File: src/rtl/sbus_slave.sv
module sbus_slave #(
  parameter logic [5:0] DEV_ID    = 6'h15,
  parameter logic [7:0] INFO_BYTE = 8'h3C
) (
  input  logic       clk,
  input  logic       rst_n,
  input  logic       bus_clk,
  input  logic       bus_dat_in,
  output logic       bus_dat_out,
  output logic       bus_dat_oe,
  output logic       rx_strobe,
  output logic [7:0] rx_byte,
  output logic       tx_req,
  input  logic [7:0] tx_byte,
  output logic [3:0] cmd_nibble,
  output logic       cmd_strobe,
  output logic       dev_reset
);
  localparam logic [3:0] LAST_BIT = 4'd11;
  localparam logic [3:0] D0_BIT   = 4'd3;
  localparam logic [3:0] D7_BIT   = 4'd10;

  typedef enum logic [2:0] {W_CTL, W_RXB, W_RXW, W_TXB, W_TXW} wait_e;

  logic [2:0] ck_s;
  logic [1:0] dt_s;
  logic [3:0] cnt_q;
  logic       ctl_q, sel_q, multi_q, hi_q, info_q;
  logic [7:0] sh_q, txsh_q;
  wait_e      st_q;

  always_ff @(posedge clk) begin
    if (!rst_n) begin
      ck_s <= '0;
      dt_s <= '0;
    end else begin
      ck_s <= {ck_s[1:0], bus_clk};
      dt_s <= {dt_s[0], bus_dat_in};
    end
  end

  wire rise_w  = ck_s[1] & ~ck_s[2];
  wire fall_w  = ~ck_s[1] & ck_s[2];
  wire bit_w   = dt_s[1];
  wire is_tx   = (st_q == W_TXB) || (st_q == W_TXW);
  wire is_word = (st_q == W_RXW) || (st_q == W_TXW);
  wire id_zero = (sh_q[5:0] == 6'd0);
  wire id_hit  = (sh_q[5:0] == DEV_ID);
  wire last_x  = !multi_q && (!is_word || hi_q);
  wire [7:0] tx_src = info_q ? INFO_BYTE : tx_byte;
  wire frame_end = rise_w && (cnt_q == LAST_BIT);

  always_ff @(posedge clk) begin
    if (!rst_n) begin
      cnt_q <= '0;
      ctl_q <= 1'b0;
      sh_q  <= '0;
    end else if (rise_w) begin
      if (cnt_q == 4'd0) begin
        if (bit_w) cnt_q <= 4'd1;
      end else begin
        cnt_q <= (cnt_q == LAST_BIT) ? 4'd0 : cnt_q + 4'd1;
        if (cnt_q == 4'd1) ctl_q <= bit_w;
        if (cnt_q >= D0_BIT && cnt_q <= D7_BIT) sh_q <= {bit_w, sh_q[7:1]};
      end
    end
  end

  always_ff @(posedge clk) begin
    if (!rst_n) begin
      bus_dat_oe  <= 1'b0;
      bus_dat_out <= 1'b0;
      txsh_q      <= '0;
    end else if (fall_w) begin
      if (cnt_q == D0_BIT && ctl_q && sel_q && is_tx) begin
        bus_dat_oe  <= 1'b1;
        bus_dat_out <= tx_src[0];
        txsh_q      <= {1'b0, tx_src[7:1]};
      end else if (bus_dat_oe && cnt_q < LAST_BIT) begin
        bus_dat_out <= txsh_q[0];
        txsh_q      <= {1'b0, txsh_q[7:1]};
      end else begin
        bus_dat_oe  <= 1'b0;
        bus_dat_out <= 1'b0;
      end
    end
  end

  always_ff @(posedge clk) begin
    if (!rst_n) begin
      sel_q      <= 1'b0;
      st_q       <= W_CTL;
      multi_q    <= 1'b0;
      hi_q       <= 1'b0;
      info_q     <= 1'b0;
      rx_strobe  <= 1'b0;
      rx_byte    <= '0;
      tx_req     <= 1'b0;
      cmd_nibble <= '0;
      cmd_strobe <= 1'b0;
      dev_reset  <= 1'b0;
    end else begin
      rx_strobe  <= 1'b0;
      tx_req     <= 1'b0;
      cmd_strobe <= 1'b0;
      dev_reset  <= 1'b0;
      if (frame_end) begin
        if (!ctl_q) begin
          if (!sh_q[7] && !sh_q[6]) begin
            if (id_zero || id_hit) begin
              dev_reset <= 1'b1;
              sel_q     <= 1'b0;
              st_q      <= W_CTL;
              info_q    <= 1'b0;
            end
          end else if (!sh_q[7]) begin
            sel_q   <= id_hit;
            st_q    <= id_hit ? W_TXB : W_CTL;
            info_q  <= id_hit;
            multi_q <= 1'b0;
            hi_q    <= 1'b0;
          end else if (sel_q) begin
            cmd_nibble <= sh_q[3:0];
            cmd_strobe <= 1'b1;
            multi_q    <= sh_q[4];
            hi_q       <= 1'b0;
            info_q     <= 1'b0;
            tx_req     <= sh_q[6];
            case (sh_q[6:5])
              2'b00:   st_q <= W_RXB;
              2'b01:   st_q <= W_RXW;
              2'b10:   st_q <= W_TXB;
              default: st_q <= W_TXW;
            endcase
          end
        end else if (sel_q && st_q != W_CTL) begin
          if (!is_tx) begin
            rx_strobe <= 1'b1;
            rx_byte   <= sh_q;
          end
          hi_q <= is_word ? ~hi_q : 1'b0;
          if (last_x) begin
            st_q   <= W_CTL;
            info_q <= 1'b0;
          end else if (is_tx) begin
            tx_req <= 1'b1;
          end
        end
      end
    end
  end
endmodule

File: config.mk
export PLATFORM = sky130hd
export DESIGN_NAME = sbus_slave
export DESIGN_NICKNAME = d
export VERILOG_FILES = /design/src/rtl/sbus_slave.sv
export SDC_FILE = /design/constraint.sdc
export NUM_CORES = 1
export LEC_CHECK = 0
export ABC_AREA = 1
export BUFFER_PORTS_ARGS = -buffer_cell sky130_fd_sc_hd__buf_2
export CELL_PAD_IN_SITES_DETAIL_PLACEMENT = 0
export CELL_PAD_IN_SITES_GLOBAL_PLACEMENT = 1
export CORE_UTILIZATION = 30
export CTS_CLUSTER_SIZE = 10
export DETAILED_ROUTE_END_ITERATION = 8
export PLACE_DENSITY = 0.69
export SETUP_SLACK_MARGIN = 0.15
export SLEW_MARGIN = 10
export SYNTH_ARGS = -nofsm -noshare
export SYNTH_HDL_FRONTEND = slang
export SYNTH_SLANG_ARGS = --single-unit
export TNS_END_PERCENT = 1
File: constraint.sdc
create_clock -name clk -period 3.8 [get_ports clk]
set_input_delay 1.14 -clock clk [delete_from_list [all_inputs] [get_ports clk]]
set_output_delay 1.14 -clock clk [all_outputs]
set_load 0.005 [all_outputs]
Word level (Yosys, flattened, before mapping)
Cells that the tools add are included.
{"block": "classes", "n_addsub": 1, "n_lt_le_gt_ge": 3, "n_eq_ne": 20, "mux": 45, "bitwise": 12, "reduce_logical": 37}
{"operator": "1-bit two-way mux", "count": 30}
{"operator": "8-bit two-way mux", "count": 3}
{"operator": "3-bit two-way mux", "count": 7}
{"operator": "4-bit AND reduction", "count": 5}
{"operator": "4-bit two-way mux", "count": 3}
{"operator": "1-bit inverter", "count": 10}
{"operator": "5-bit AND reduction", "count": 2}
{"operator": "1-bit logical AND", "count": 9}
{"operator": "3-bit one-hot mux with 3 select lines", "count": 1}
{"operator": "2-bit by 1-bit inequality test with 1-bit output, second input constant", "count": 4}
{"operator": "2-bit inequality test, second input constant", "count": 4}
{"operator": "2-bit AND reduction", "count": 4}
{"operator": "3-bit by 2-bit equality test with 1-bit output, second input constant", "count": 2}
{"operator": "6-bit by 5-bit equality test with 1-bit output, second input constant", "count": 1}
{"operator": "6-bit logical NOT", "count": 1}
{"operator": "3-bit AND reduction", "count": 2}
{"operator": "5-bit OR reduction", "count": 1}
{"operator": "4-bit by 1-bit adder with 4-bit output, second input constant", "count": 1}
{"operator": "4-bit by 1-bit equality test with 1-bit output, second input constant", "count": 1}
{"operator": "4-bit by 2-bit equality test with 1-bit output, second input constant", "count": 1}
{"operator": "4-bit equality test, second input constant", "count": 1}
{"operator": "4-bit by 2-bit >= comparator with 1-bit output, second input constant", "count": 1}
{"operator": "4-bit less-or-equal comparator, second input constant", "count": 1}
{"operator": "1-bit logical NOT", "count": 4}
{"operator": "15 further kinds", "count": 19}
{"block": "totals", "register_bits": 51, "out_inout_bits": 18, "wordCells": 137}

Logic depth before layout (Yosys ltp)
{"block": "logic_depth", "depth_word": 8, "ltp_mapped": 10, "ltp_nobuf": 10}

Worst setup path before layout
Ideal clock, no wire load.
{"block": "synth_timing", "path_type": "in2reg", "start": "in rst_n", "end": "reg rx_strobe", "setup_ns": 0.129, "arrival_time_ns": 1.778, "path_slack_ns": 1.893, "stages": 4, "cell_sequence": "inv_1 buf_2 clkbuf_1 nor2_1"}
{"block": "synth_via", "elab_chain_len": 1}
{"element": "start, declared", "line_no": "6", "text": "input logic rst_n,"}
{"element": "4-bit AND reduction (no source line)"}
{"element": "end signal, assigned", "line_no": "96", "text": "rx_strobe <= 1'b0;"}
{"element": "end signal, assigned", "line_no": "103", "text": "rx_strobe <= 1'b0;"}
{"element": "end signal, assigned", "line_no": "138", "text": "rx_strobe <= 1'b1;"}
{"element": "end, declared", "line_no": "11", "text": "output logic rx_strobe,"}
Every way passes these cells.
A chain may end at the register's enable or synchronous reset.

Final worst setup path
{"block": "layout_timing", "start": "reg bus_dat_oe", "end": "out bus_dat_oe"}
{"element": "start, declared", "line_no": "10", "text": "output logic bus_dat_oe,"}
{"element": "start signal, assigned", "line_no": "71", "text": "bus_dat_oe <= 1'b0;"}
{"element": "start signal, assigned", "line_no": "76", "text": "bus_dat_oe <= 1'b1;"}
{"element": "start signal, assigned", "line_no": "83", "text": "bus_dat_oe <= 1'b0;"}
No word-level cell between the ends.

==> results.yml <==
hold_path:
  min_delay_path_depth: 2
  holdPathEnd: "dt_s[1]"
  holdCritPathClass: "reg2reg"
  min_from: "dt_s[0]"
worst_setup_path:
  crit_family: "flip-flops"
  crit_path_start_kind: "register"
  max_stage_delay_ns: 0.38
  crit_chain: "buf_2"
  cp_data_arrival_time_ns: 0.81
  path_buf_inv: 1
  worstPathRequired_ns: 2.66
  cp_max_fo: 3
  r2r-end: "rx_byte[3]"
  critPathKind: "reg2out"
  critPathSlowestCell: "dfxtp_1"
  worst-r2r-setup-slack_ns: 1.97
  r2r-start: "cnt_q[0]"
  critPathCaptureType: "output port"
  path_depth: 1
  r2r_cells: 6
yosys:
  synth_ff_type: "dfxtp_1"
  yosysSeqAreaShare_pct: 41.9
  yosysTopAreaCell: "dfxtp_1"
  synthArstFlopShare_pct: 0
  netlist.area_leader.share_pct: 41.9
  synth-seq-cells: 50
  syn_area_um2: 2390
  synth.area.top_cells: "dfxtp_1 (42%), nand2_1 (9.3%), nor2_1 (8.9%), inv_1 (6.6%), nand3_1 (5.4%)"
  synth_cell_types: 26
  synth_edf_count: 0
  netlist_instances: 332
  synth_nets: 349
  ys_warn_count: 0
  postSynthAreaPerCell_um2: 7.20
placement:
  numPortBuffers: 29
  place_hpwl_um: 3880
  place_congestion: 0.765
  dpl_cell_area_um2: 2620
clock_tree:
  cts.root.buffer_cell: "clkbuf_8"
  cts_setup_buffers: 0
  cts-resized-gates: 0
  numCtsBuffers: 5
  clk_transition_reported_paths_ns: 0.09
  h-tree-depth: 2
  cts_sinks: 50
  cts_hold_buf: 0
  cts_buffer_depth: 2
  insertion_delay_ns: 0.30
  cts_tree: "built"
grt:
  grt-ovfl-total: 0
  grt_max_degree: 29
  antenna_found_initial: 0
  met3_usage_pct: 3.10
  grt_util_met1_pct: 17.0
  grt.met2_usage_pct: 23.2
  grt_pass1_wl_um: 9070
  top_usage_layer: "met2"
  grt_usage_pct: 13.6
  grt_pass1_vias: 1959
floorplan:
  coreArea_um2: 7730
  placementRows: 32
  dieArea_um2: 8330
  start_util_pct: 30.9
  die_y_um: 91.3
  fp.dieW_um: 91.3
  io_pins: 30
pwr:
  p_per_area_nw_per_um2: 338
  leakage_nw: 1.27
  vdd_ir_drop_max_v: 0.000171
final_layout:
  area_growth_pct: 14.2
  mostFrequentLayoutCell: "nand2_1"
  mostFrequentLayoutCells: "nand2_1 (59), nor2_1 (57), dfxtp_1 (50)"
  nets: 377
  design_area_um2: 2730
  antenna_cells: 0
  layout-drive-gt1-share_pct: 18.0
drt:
  drt_iter0_markers: 95
  wl_um: 5240
  vias: 2043
  ant_nets: 0
  routed_via_density: 4.41
  drcViolationCount: 0
  routedWlPerCell_um: 11.3
  first_pass_iters: 4
sta:
  finalClockSkew_ns: 0.00428
  max_freq_mhz: 512
  setup_tns_ns: 0
  min_period_ns: 1.95
  fin_crit_sh_pct: 51.4
  worst_slew_pin_slew_ns: 0.419
  setup_viol: 0
  relSlewSlack_pct: 72.0
  finalHoldViolCount: 0
  rsz0062_at_grt: "no"
  final_max_slew_viol_count: 0
job:
  maxCapViolCount: 0
outcome:
  status: "complete, no violations"
[where the power goes]
| part | switching [mW] | internal [mW] |
|---|---|---|
| combinational | 0.0169 | 0.00928 |
| clock | 0.175 | 0.194 |
| sequential | 0.00150 | 0.526 |
[worst max path at each step]
stage	endpoint	start	slack, ns
after floorplan	rx_strobe	rst_n	1.89
after global placement	tx_req	rst_n	1.78
after detailed placement	tx_req	rst_n	1.73
after CTS	bus_dat_oe	bus_dat_oe	1.82
after global routing	bus_dat_oe	bus_dat_oe	1.78
final	bus_dat_oe	bus_dat_oe	1.85
[cell type report]
type,count,area (um2)
fill,856,5000
multi-input combinational,225,1160
sequential,50,1000
inverter,47,176
timing repair buffer,31,160
tap,102,128
clock buffer,5,68.8
clock inverter,3,40.0
[state kept, by name, indices dropped and copies added (netlist names), 2 cells and up]
name        flops
ck_s            3
cmd_nibble      4
cnt_q           4
dt_s            2
rx_byte         8
sh_q            8
st_q            3
txsh_q          7
[synth_stat cells (2+ instances only)]
cell type / count
nor3_2: 2
nand2_4: 2
o21ai_0: 25
inv_2: 5
a211oi_1: 2
a21oi_2: 2
nand3_2: 2
buf_2: 3
ha_1: 5
clkbuf_1: 4
nor3_1: 3
a211oi_2: 8
nand2_1: 59
nand3_1: 26
a21oi_1: 20
dfxtp_1: 50
nor2_1: 57
nor2_4: 3
buf_4: 2
o21ai_1: 5
inv_1: 42
[per-stage QoR]
stage / power, mW / hold WS, ns / std cells / setup WS (ns) / util, %
4_1_cts: 0.942 / 0.421 / 463 / 1.82 / 35.3
6_report: 0.923 / 0.418 / 463 / 1.85 / 35.3
3_3_place_gp: 0.566 / 0.397 / 455 / 1.78 / 33.9
5_1_grt: 0.967 / 0.453 / 463 / 1.78 / 35.3
3_5_place_dp: 0.567 / 0.398 / 455 / 1.73 / 33.9
2_1_floorplan: 0.555 / 0.390 / 332 / 1.89 / -
[cells by family (layout without fill, tap and decap cells)]
logic type                 count (synthesis)  count (layout)  synth area share [%]
xor gates and xnor gates                   1               1                 0.366
AOI/OAI and AO/OA                         63              63                  16.3
DFF                                       50              50                  41.9
and+or+nand+nor                          156             156                  29.1
adders and majority gates                  5               5                  2.62
buffers and inverters                     57              86                  9.73
[routing by layer]
| layer | routed length (um) | vias to the layer above |
|---|---|---|
| met4 | 55 | 0 |
| met5 | 0 | - |
| met2 | 2440 | 28 |
| met1 | 2600 | 897 |
| met3 | 147 | 5 |
| li1 | - | 1113 |
No activity file was read; power rests on OpenSTA's default activity.
